===== config.mk =====
export PLATFORM = sky130hd
export DESIGN_NAME = rd_cpl_splitter
export DESIGN_NICKNAME = d
export VERILOG_FILES = /design/src/rtl/rcs_pkg.sv /design/src/rtl/rcs_req_decode.sv /design/src/rtl/rcs_piece_calc.sv /design/src/rtl/rd_cpl_splitter.sv
export SDC_FILE = /design/constraint.sdc
export NUM_CORES = 1
export LEC_CHECK = 0
export ABC_AREA = 1
export BUFFER_PORTS_ARGS = -buffer_cell sky130_fd_sc_hd__buf_2
export CAP_MARGIN = 20
export CORE_MARGIN = 5
export CORE_UTILIZATION = 60
export DETAILED_ROUTE_END_ITERATION = 10
export GPL_TIMING_DRIVEN = 0
export MAX_ROUTING_LAYER = met4
export PLACE_DENSITY = 0.87
export RECOVER_POWER = 50
export REMOVE_ABC_BUFFERS = 1
export SLEW_MARGIN = 20
export SYNTH_ARGS = -nofsm -noshare
export SYNTH_HDL_FRONTEND = slang
export SYNTH_SLANG_ARGS = --single-unit
export TNS_END_PERCENT = 20

===== constraint.sdc =====
create_clock -name clk -period 8 [get_ports clk]
set_clock_uncertainty 0.05 [all_clocks]
set_input_delay 0.4 -clock clk [delete_from_list [all_inputs] [get_ports clk]]
set_output_delay 0.4 -clock clk [all_outputs]
set_load 0.02 [all_outputs]

===== src/rtl/rcs_pkg.sv =====
`timescale 1ns/1ps
package rcs_pkg;

    localparam int RCS_TAG_W = 8;
    localparam int RCS_ID_W  = 16;
    localparam int RCS_LA_W  = 7;
    localparam int RCS_MPS_MAX = 5;
    localparam logic [2:0] RCS_STATUS_OK = 3'b000;

    typedef enum logic {
        ST_IDLE = 1'b0,
        ST_SEND = 1'b1
    } rcs_state_t;

    typedef struct packed {
        logic [RCS_TAG_W-1:0] tag;
        logic [RCS_ID_W-1:0]  req_id;
        logic [RCS_ID_W-1:0]  cpl_id;
        logic [2:0]           mps;
    } rcs_ctx_t;

    // index of the lowest enabled byte, 0 when none
    function automatic logic [1:0] be_low_idx(input logic [3:0] be);
        if (be[0])      return 2'd0;
        else if (be[1]) return 2'd1;
        else if (be[2]) return 2'd2;
        else if (be[3]) return 2'd3;
        else            return 2'd0;
    endfunction

    // index of the highest enabled byte, 0 when none
    function automatic logic [1:0] be_high_idx(input logic [3:0] be);
        if (be[3])      return 2'd3;
        else if (be[2]) return 2'd2;
        else if (be[1]) return 2'd1;
        else            return 2'd0;
    endfunction

    function automatic logic [2:0] mps_clamp(input logic [2:0] code);
        return (code > 3'(RCS_MPS_MAX)) ? 3'(RCS_MPS_MAX) : code;
    endfunction

endpackage


===== src/rtl/rcs_req_decode.sv =====
`timescale 1ns/1ps
module rcs_req_decode
    import rcs_pkg::*;
#(
    parameter int LEN_W = 11
) (
    input  logic [LEN_W-1:0]    len_dw,
    input  logic [3:0]          first_be,
    input  logic [3:0]          last_be,
    input  logic [4:0]          addr_dw,
    output logic [RCS_LA_W-1:0] start_la,
    output logic [LEN_W+1:0]    total_bytes
);
    localparam int BC_W = LEN_W + 2;

    logic [1:0] lo_first;
    logic [1:0] hi_first;
    logic [1:0] hi_last;

    always_comb begin
        lo_first = be_low_idx(first_be);
        hi_first = be_high_idx(first_be);
        hi_last  = be_high_idx(last_be);
        start_la = {addr_dw, lo_first};
        if (len_dw == LEN_W'(1)) begin
            if (first_be == 4'b0000)
                total_bytes = BC_W'(1);
            else
                total_bytes = BC_W'(hi_first) - BC_W'(lo_first) + BC_W'(1);
        end else begin
            total_bytes = {len_dw, 2'b00} - BC_W'(lo_first)
                          - (BC_W'(3) - BC_W'(hi_last));
        end
    end
endmodule


===== src/rtl/rcs_piece_calc.sv =====
`timescale 1ns/1ps
module rcs_piece_calc
    import rcs_pkg::*;
#(
    parameter int LEN_W = 11
) (
    input  logic [LEN_W-1:0] rem_dw,
    input  logic [2:0]       mps_code,
    input  logic [4:0]       la_dw,
    output logic [LEN_W-1:0] piece_dw
);
    logic [LEN_W-1:0] max_dw;

    always_comb begin
        max_dw = LEN_W'(32) << mps_clamp(mps_code);
        if (rem_dw > max_dw)
            piece_dw = max_dw - LEN_W'(la_dw);   // pull back to 128-byte boundary
        else
            piece_dw = rem_dw;
    end
endmodule


===== src/rtl/rd_cpl_splitter.sv =====
`timescale 1ns/1ps
module rd_cpl_splitter
    import rcs_pkg::*;
#(
    parameter int LEN_W = 11
) (
    input  logic                  clk,
    input  logic                  rst,
    input  logic                  req_valid,
    output logic                  req_ready,
    input  logic [LEN_W-1:0]      req_len_dw,
    input  logic [4:0]            req_addr_dw,
    input  logic [3:0]            req_first_be,
    input  logic [3:0]            req_last_be,
    input  logic [RCS_TAG_W-1:0]  req_tag,
    input  logic [RCS_ID_W-1:0]   req_requester_id,
    input  logic [RCS_ID_W-1:0]   completer_id,
    input  logic [2:0]            max_payload_code,
    output logic                  cpl_valid,
    input  logic                  cpl_ready,
    output logic [LEN_W-1:0]      cpl_len_dw,
    output logic [LEN_W+1:0]      cpl_byte_count,
    output logic [RCS_LA_W-1:0]   cpl_lower_addr,
    output logic [RCS_TAG_W-1:0]  cpl_tag,
    output logic [RCS_ID_W-1:0]   cpl_requester_id,
    output logic [RCS_ID_W-1:0]   cpl_completer_id,
    output logic [2:0]            cpl_status,
    output logic [LEN_W-1:0]      cpl_dw_offset,
    output logic                  cpl_last
);
    localparam int BC_W = LEN_W + 2;

    rcs_state_t          state_q;
    rcs_ctx_t            ctx_q;
    logic [LEN_W-1:0]    len_q;
    logic [LEN_W-1:0]    sent_dw_q;
    logic [BC_W-1:0]     sent_b_q;
    logic [BC_W-1:0]     total_q;
    logic [RCS_LA_W-1:0] la_q;

    logic [RCS_LA_W-1:0] dec_la;
    logic [BC_W-1:0]     dec_total;
    logic [LEN_W-1:0]    rem_dw;
    logic [LEN_W-1:0]    piece_dw;
    logic                accept;
    logic                fire;
    logic                is_last;

    rcs_req_decode #(.LEN_W(LEN_W)) u_dec (
        .len_dw      (req_len_dw),
        .first_be    (req_first_be),
        .last_be     (req_last_be),
        .addr_dw     (req_addr_dw),
        .start_la    (dec_la),
        .total_bytes (dec_total)
    );

    assign rem_dw = len_q - sent_dw_q;

    rcs_piece_calc #(.LEN_W(LEN_W)) u_piece (
        .rem_dw   (rem_dw),
        .mps_code (ctx_q.mps),
        .la_dw    (la_q[6:2]),
        .piece_dw (piece_dw)
    );

    assign accept  = req_valid && req_ready;
    assign fire    = cpl_valid && cpl_ready;
    assign is_last = (piece_dw == rem_dw);

    always_ff @(posedge clk) begin
        if (rst) begin
            state_q   <= ST_IDLE;
            ctx_q     <= '0;
            len_q     <= '0;
            sent_dw_q <= '0;
            sent_b_q  <= '0;
            total_q   <= '0;
            la_q      <= '0;
        end else if (accept) begin
            state_q   <= ST_SEND;
            ctx_q     <= '{tag: req_tag, req_id: req_requester_id,
                           cpl_id: completer_id, mps: max_payload_code};
            len_q     <= req_len_dw;
            sent_dw_q <= '0;
            sent_b_q  <= '0;
            total_q   <= dec_total;
            la_q      <= dec_la;
        end else if (fire) begin
            if (is_last)
                state_q <= ST_IDLE;
            sent_dw_q <= sent_dw_q + piece_dw;
            sent_b_q  <= sent_b_q + {piece_dw, 2'b00} - BC_W'(la_q[1:0]);
            la_q      <= {la_q[6:2] + piece_dw[4:0], 2'b00};
        end
    end

    assign req_ready        = (state_q == ST_IDLE);
    assign cpl_valid        = (state_q == ST_SEND);
    assign cpl_len_dw       = piece_dw;
    assign cpl_byte_count   = total_q - sent_b_q;
    assign cpl_lower_addr   = la_q;
    assign cpl_tag          = ctx_q.tag;
    assign cpl_requester_id = ctx_q.req_id;
    assign cpl_completer_id = ctx_q.cpl_id;
    assign cpl_status       = RCS_STATUS_OK;
    assign cpl_dw_offset    = sent_dw_q;
    assign cpl_last         = is_last;

endmodule


==> results of run 1 <==
==> final cells by class <==
cell class                      instances  area (sq um)
Clock buffer                            9           225
Timing Repair Buffer                  156           721
Clock inverter                          7           109
Sequential cell                        99          1980
Inverter                              173           649
Antenna cell                            1          2.50
Tap cell                              147           184
Multi-Input combinational cell        681          4310
Fill cell                            1091          3830
==> cells in the mapped netlist (all sizes together), types with 7 or more instances <==
cell type	number	share of area
a22o	40	0.048
o21ai	71	0.049
ha	70	0.12
a21oi	77	0.054
nand3	40	0.030
buf	51	0.050
clkbuf	17	0.0087
nand4	23	0.020
nor3	12	0.0082
nor2	67	0.035
nand2	173	0.093
xor2	34	0.040
fa	7	0.019
xnor2	10	0.012
inv	173	0.088
dfxtp	99	0.27
==> power groups by stage <==
stage	sequential (uW)	combinational [uW]	clock, uW
after global placement	568	1420	0
after floorplan	589	1080	0
final	560	1490	499
after global routing	564	1660	526
after CTS	559	1480	504
after detailed placement	570	1460	0
==> worst max-delay path, delay by kind of cell (launching register included) <==
kind	cells	cell delay, ns
adder cells (fa/ha/maj)	5	1.74
XOR/XNOR	1	0.11
flip-flops	1	0.45
buffers and inverters	3	0.24
AO/OA/AOI/OAI	5	0.94
AND/OR/NAND/NOR	15	1.76
==> routing by layer <==
| metal | vias to the layer above | global-route usage | wire length (um) |
|---|---|---|---|
| met5 | - | - | 0 |
| met4 | 0 | 0.127 | 884 |
| met3 | 55 | 0.0519 | 1010 |
| met2 | 197 | 0.468 | 9840 |
| met1 | 3251 | 0.323 | 8220 |
| li1 | 3542 | - | - |
==> worst min path at each step <==
stage	slack, ns	end	startpoint
after floorplan	0.38	len_q[8]$_SDFFE_PP0P_	len_q[8]$_SDFFE_PP0P_
after global placement	0.40	len_q[9]$_SDFFE_PP0P_	len_q[9]$_SDFFE_PP0P_
after detailed placement	0.40	len_q[9]$_SDFFE_PP0P_	len_q[9]$_SDFFE_PP0P_
after CTS	0.18	ctx_q[2]$_SDFFE_PP0P_	max_payload_code[2]
after global routing	0.19	cpl_completer_id[13]$_SDFFE_PP0P_	completer_id[13]
final	0.19	ctx_q[2]$_SDFFE_PP0P_	max_payload_code[2]
==> cell usage in the layout (no fill, tap or decap), types with 3 or more instances in the layout <==
cell type                   netlist  final
sky130_fd_sc_hd__o211ai_1         5      5
sky130_fd_sc_hd__o21bai_1         5      5
sky130_fd_sc_hd__nor3_1          12     12
sky130_fd_sc_hd__a31oi_1          6      6
sky130_fd_sc_hd__o21ai_0         67     67
sky130_fd_sc_hd__inv_8            0      3
sky130_fd_sc_hd__o22ai_1          3      3
sky130_fd_sc_hd__o2111ai_1        3      3
sky130_fd_sc_hd__a21oi_1         75     75
sky130_fd_sc_hd__clkbuf_1        17     66
sky130_fd_sc_hd__nand2_2          6      7
sky130_fd_sc_hd__dfxtp_1         99     99
sky130_fd_sc_hd__clkbuf_16        0      9
sky130_fd_sc_hd__xnor2_1         10     10
sky130_fd_sc_hd__a21o_1           3      3
sky130_fd_sc_hd__nand3b_1         6      6
sky130_fd_sc_hd__a211oi_1         5      5
sky130_fd_sc_hd__o21ai_1          3      3
sky130_fd_sc_hd__buf_2            3     89
sky130_fd_sc_hd__nand4_1         23     23
sky130_fd_sc_hd__nor2_2           3      3
sky130_fd_sc_hd__nand3_1         37     37
sky130_fd_sc_hd__xor2_1          34     34
sky130_fd_sc_hd__or2_1            5      5
sky130_fd_sc_hd__o221ai_1         6      6
sky130_fd_sc_hd__nand2_4          3      3
sky130_fd_sc_hd__fa_1             7      7
sky130_fd_sc_hd__nor2_1          64     64
sky130_fd_sc_hd__a22o_1          40     40
sky130_fd_sc_hd__nand2_1        164    163
sky130_fd_sc_hd__inv_1          171    172
sky130_fd_sc_hd__ha_1            70     70
sky130_fd_sc_hd__conb_1           1      3
==> registers in the layout, summed over array words and instances (netlist names) <==
name and cells:
cpl_completer_id 16, cpl_dw_offset 11, cpl_lower_addr 7, cpl_requester_id 16, cpl_tag 8, cpl_valid 1
ctx_q 3, len_q 11, sent_b_q 13, total_q 13
==> cell families after synthesis <==
kind of cell	count (synthesis)	synth area share
and+or+nand+nor	331	0.203
other	1	0.000509
xor gates and xnor gates	44	0.0523
adders and majority gates	77	0.138
AOI/OAI and AO/OA	226	0.190
DFF	99	0.269
buffers and inverters	241	0.147
==> metrics by stage <==
stage	power [uW]	hold slack (ns)	instance area (sq um)	utilization	instances
3_5_place_dp	2030	0.401	7960	0.663	1256
2_1_floorplan	1670	0.380	6940	-	953
4_1_cts	2550	0.178	8300	0.691	1272
3_3_place_gp	1990	0.400	7900	0.657	1254
5_1_grt	2750	0.191	8180	0.681	1273
6_report	2550	0.187	8180	0.681	1273
==> flow_summary.toml, run 1 <==
[floorplanning]
die_width_um = 121
initial_core_utilization = 0.613
core_area_sq_um = 12000
rows = 40
dieHeight_um = 121
io-pin-count = 159
design.die.area_sq_um = 14600

[yosys]
synth_enable_flop_cells = 0
synthArstFlopShare = 0
synth.cell_area_sq_um = 7370
synth_area_per_cell_sq_um = 7.23
synth-seq-cells = 99
seq_area_frac_synth = 0.269
synth-warning-count = 0
ys_dominant_reg_cell = "sky130_fd_sc_hd__dfxtp_1"
syn-instance-count = 1019
post_synth_num_cell_types = 45

[placed_design]
place_worst_setup_slack_ns = 2.69
numPortBuffers = 154
detailedPlacementHpwl_um = 15600
globalplace.congestion = 0.924

[timing]
timing.final.crit_share = 0.678
max_freq_ghz = 0.184
finalSetupViolCount = 0
fin_crit_ns = 5.43
tightest_slew_ns = 1.66
max_slew_margin = -0.109
final_max_slew_viols = 79
unrepaired_setup_endpoints_after_global_routing = "no"
hold_viol_final = 0
totalNegativeSetupSlack_ns = 0
postLayoutSetupSlackWorst_ns = 2.57

[routing]
drcViolationCount = 0
routed_wire_length_per_instance_um = 15.7
starting_drt_drc_count = 413
route.detailed.vias_per_inst = 5.53
drt-total-wl_um = 20000
ant_nets = 0
detailroute.via_count = 7045
drt_pass1_iterations = 6

[critical_path]
reg2reg_from = "cpl_dw_offset[0]$_SDFFE_PP0P_"
worst-setup-path-type = "reg -> reg"
timing.rr.end = "sent_b_q[9]$_SDFFE_PP0P_"
cp_slowest_stage_delay_ns = 0.47
worst_setup_path_startpoint = "cpl_dw_offset[0]$_SDFFE_PP0P_"
required_ns = 8.20
worst_path_max_delay_cell = "sky130_fd_sc_hd__fa_1"
worst_case_register_to_register_setup_slack_ns = 2.57
r2r.worst_path.cells = 29
worst-endpoint-arrival_ns = 5.63
critPathCapture = "sent_b_q[9]$_SDFFE_PP0P_"
critPathMaxFanout = 23
critical_path_end_type = "register"
cpMostUsedCell = "sky130_fd_sc_hd__nand2_1"
crit_path_start_kind = "register"

[run_status]
outcome = "finished with violations"
failing_checks = "capacitance limit, slew limit"

[hold_path]
worstHoldPathType = "in -> reg"
hold-path-cell-count = 3

[clock_tree]
cts_buffers = 9
htreeDepth = 3
cts_resized = 0
tritoncts_num_sinks = 99
ctsHoldBuffers = 0
clkLatencyLatePin_ns = 0.36
cts.path.max_buffers = 2
clk_transition_reported_paths_ns = 0.08
clock_tree.root_cell = "sky130_fd_sc_hd__clkbuf_16"
post_cts_buffers = 0
tritoncts_clock_tree = "built"

[power]
switching_power_uw = 1210
clock_power_share = 0.196
static_leakage_uw = 0.00416
p_sw_frac = 0.474
power.combinational.fraction = 0.584
power_density_nw_per_um2 = 311
power.ir.vdd_worst_uv = 211
internal_power_summed_over_all_cells_uw = 1340
power.sequential.fraction = 0.220

[grt]
gr-total-overflow = 0
antenna_found_initial = 1
maximum_number_of_pins_on_one_net_before_global_route_repair = 41
first_global_vias = 6757
grt_first_pass_wirelength_um = 31900
globalRouteTotalUtil = 0.278

[run]
number_of_violations_of_the_max_capacitance_limit = 3

[cells_and_area]
fin_nets = 1268
share_of_layout_cells_above_drive_strength_1 = 0.114
area_growth_pct = 11.1
Note: power is estimated with default switching activity, not from simulation.
==> run 2, diff against run 1 <==
--- a/config.mk
+++ b/config.mk
@@ -9,11 +9,11 @@
 export BUFFER_PORTS_ARGS = -buffer_cell sky130_fd_sc_hd__buf_2
 export CAP_MARGIN = 20
 export CORE_MARGIN = 5
-export CORE_UTILIZATION = 60
+export CORE_UTILIZATION = 56
 export DETAILED_ROUTE_END_ITERATION = 10
 export GPL_TIMING_DRIVEN = 0
 export MAX_ROUTING_LAYER = met4
-export PLACE_DENSITY = 0.87
+export PLACE_DENSITY = 0.82
 export RECOVER_POWER = 50
 export REMOVE_ABC_BUFFERS = 1
 export SLEW_MARGIN = 20
==> constraint.sdc (replaced) <==
create_clock -name clk -period 5.5 [get_ports clk]
set_clock_uncertainty 0.05 [all_clocks]
set_input_delay 0.275 -clock clk [delete_from_list [all_inputs] [get_ports clk]]
set_output_delay 0.275 -clock clk [all_outputs]
set_load 0.02 [all_outputs]
==> run 2 against run 1 <==
  * The run still ends with capacitance limit, slew limit left
  * Power grew 44%
  * Design area up 1.4%
  * Via count down 0.26%
  * Critical path depth increased by 2
  * Sequential share of layout area is 0.33 points lower
  * Combinational power grew 47%
  * Cell count grew 2.6%
  * Hold slack got worse by 0.11 ns
  * Non-clock buffer count grew 4
  * Sequential power rose by 46%
  * Wire length shrank 0.37%
  * First-iteration DRC count rose by 39%
  * Largest cell class unchanged
==> flow_summary.toml, run 2 (same netlist as run 1, synthesis figures left out) <==
[run_status]
outcome = "finished with violations"
failing_checks = "capacitance limit, slew limit"

[grt]
antenna_found_initial = 0
grt_first_pass_wirelength_um = 31700
maximum_number_of_pins_on_one_net_before_global_route_repair = 41
groute.layer.met2.usage = 0.422
grt_most_used_layer = "met2"
globalRouteTotalUtil = 0.254
first_global_vias = 6554
grt_use_met3 = 0.0476
globalRouteMet1Util = 0.303
gr-total-overflow = 0

[power]
power.ir.vdd_worst_uv = 317
static_leakage_uw = 0.00419
fin_total_pwr_uw = 3660
power_density_nw_per_um2 = 441

[critical_path]
cp_slowest_stage_delay_ns = 0.44
r2r.worst_path.cells = 31
worst_path_max_delay_cell = "sky130_fd_sc_hd__dfxtp_1"
worst-endpoint-arrival_ns = 5.28
crit_path_start_kind = "register"
required_ns = 5.70
critical_path_end_type = "register"
critPathMaxFanout = 18
cpMostUsedCell = "sky130_fd_sc_hd__nand2_1"
worst-setup-path-type = "reg -> reg"

[routing]
starting_drt_drc_count = 574
routed_wire_length_per_instance_um = 15.2
route.detailed.vias_per_inst = 5.38
detailroute.via_count = 7027
ant_nets = 0
drt-total-wl_um = 19900
drt_pass1_iterations = 6
drcViolationCount = 0

[floorplanning]
design.die.area_sq_um = 15600
rows = 42
die_width_um = 125
dieHeight_um = 125
initial_core_utilization = 0.563
io-pin-count = 159
core_area_sq_um = 13100

[clock_tree]
cts.path.max_buffers = 2
tritoncts_num_sinks = 99
tritoncts_clock_tree = "built"
cts_buffers = 9
clkLatencyLatePin_ns = 0.35
htreeDepth = 3
ctsHoldBuffers = 0
clk_transition_reported_paths_ns = 0.07
clock_tree.root_cell = "sky130_fd_sc_hd__clkbuf_16"

[cells_and_area]
antennaDiodeCount = 0
share_of_layout_cells_above_drive_strength_1 = 0.119
mostFrequentLayoutCells = "sky130_fd_sc_hd__inv_1 (172), sky130_fd_sc_hd__nand2_1 (163), sky130_fd_sc_hd__dfxtp_1 (99)"
area_growth_pct = 12.6
fin_nets = 1273
layout.cells.most_common = "sky130_fd_sc_hd__inv_1"

[timing]
max_freq_ghz = 0.197
totalNegativeSetupSlack_ns = 0
timing.final.crit_share = 0.925
max_slew_margin = -0.432
fin_crit_ns = 5.09
finalSetupViolCount = 0
hold_viol_final = 0
tightest_slew_ns = 2.14
final_max_slew_viols = 43

[hold_path]
worstHoldPathType = "in -> reg"
hold-path-cell-count = 3

[placed_design]
detailedPlacementHpwl_um = 15800
globalplace.congestion = 0.933
numPortBuffers = 154

[run]
number_of_violations_of_the_max_capacitance_limit = 2
[run 2: changes by cell type in the layout (fill, tap and decap cells not counted), moves of 2 or more]
| cell | before | now |
|---|---|---|
| sky130_fd_sc_hd__buf_4 | 0 | 3 |
| sky130_fd_sc_hd__a21oi_1 | 75 | 73 |
| sky130_fd_sc_hd__o21ai_0 | 67 | 65 |
| sky130_fd_sc_hd__o21ai_2 | 1 | 3 |
| sky130_fd_sc_hd__buf_2 | 89 | 86 |
| sky130_fd_sc_hd__buf_16 | 1 | 3 |
| sky130_fd_sc_hd__clkbuf_1 | 66 | 69 |
| sky130_fd_sc_hd__a21oi_2 | 1 | 3 |
[run 2: per-layer routing]
metal | routed length (um) | vias up
met5 | 0 | -
met3 | 1140 | 57
li1 | - | 3546
met1 | 8200 | 3220
met4 | 777 | 0
met2 | 9770 | 204
[run 2: path summary, 6_finish.rpt]
check / startpoint / endpoint / slack (ns)
worst max-delay path: cpl_dw_offset[0]$_SDFFE_PP0P_ / sent_b_q[10]$_SDFFE_PP0P_ / 0.41
worst max register to register: cpl_dw_offset[0]$_SDFFE_PP0P_ / sent_b_q[10]$_SDFFE_PP0P_ / 0.41
worst min-delay path: max_payload_code[0] / ctx_q[0]$_SDFFE_PP0P_ / 0.08
worst min register to register: len_q[8]$_SDFFE_PP0P_ / len_q[8]$_SDFFE_PP0P_ / 0.42
[run 2: worst max-delay path: cells and delay by family, from the launching register on]
family | cells | cell delay [ns]
compound gates | 5 | 0.99
simple gates | 16 | 1.58
buf+inv | 4 | 0.23
flops | 1 | 0.44
xor+xnor | 1 | 0.17
fa+ha+maj | 5 | 1.50
[run 2: final cells by class]
class / instances / area (sq um)
clock inverter: 6 / 73.8
tap: 176 / 220
multi-input combinational: 682 / 4350
fill: 1235 / 4790
clock buffer: 10 / 229
sequential: 99 / 1980
inverter: 173 / 649
timing repair buffer: 160 / 791
[run 2: power breakdown]
group          switching [uW]  leakage [uW]  internal [uW]
logic                    1410       0.00323            785
registers                43.8      0.000812            771
clock network             294      0.000146            360
total                    1750       0.00419           1920
[run 2: what timing repair did]
item,4_1_cts,5_1_grt
setup buffers,0,3
gates resized for setup,0,8
setup endpoints to repair,0,9
[run 2: through the flow]
step | utilization | hold slack [ns] | cell area, sq um | worst slack, ns | std cells
after floorplan | - | 0.294 | 6940 | 0.797 | 953
after global placement | 0.606 | 0.401 | 7930 | -0.356 | 1283
after detailed placement | 0.614 | 0.408 | 8030 | 0.209 | 1286
after CTS | 0.637 | 0.0629 | 8340 | 0.166 | 1302
after global routing | 0.634 | 0.0621 | 8300 | -0.00518 | 1306
final | 0.634 | 0.0751 | 8300 | 0.415 | 1306
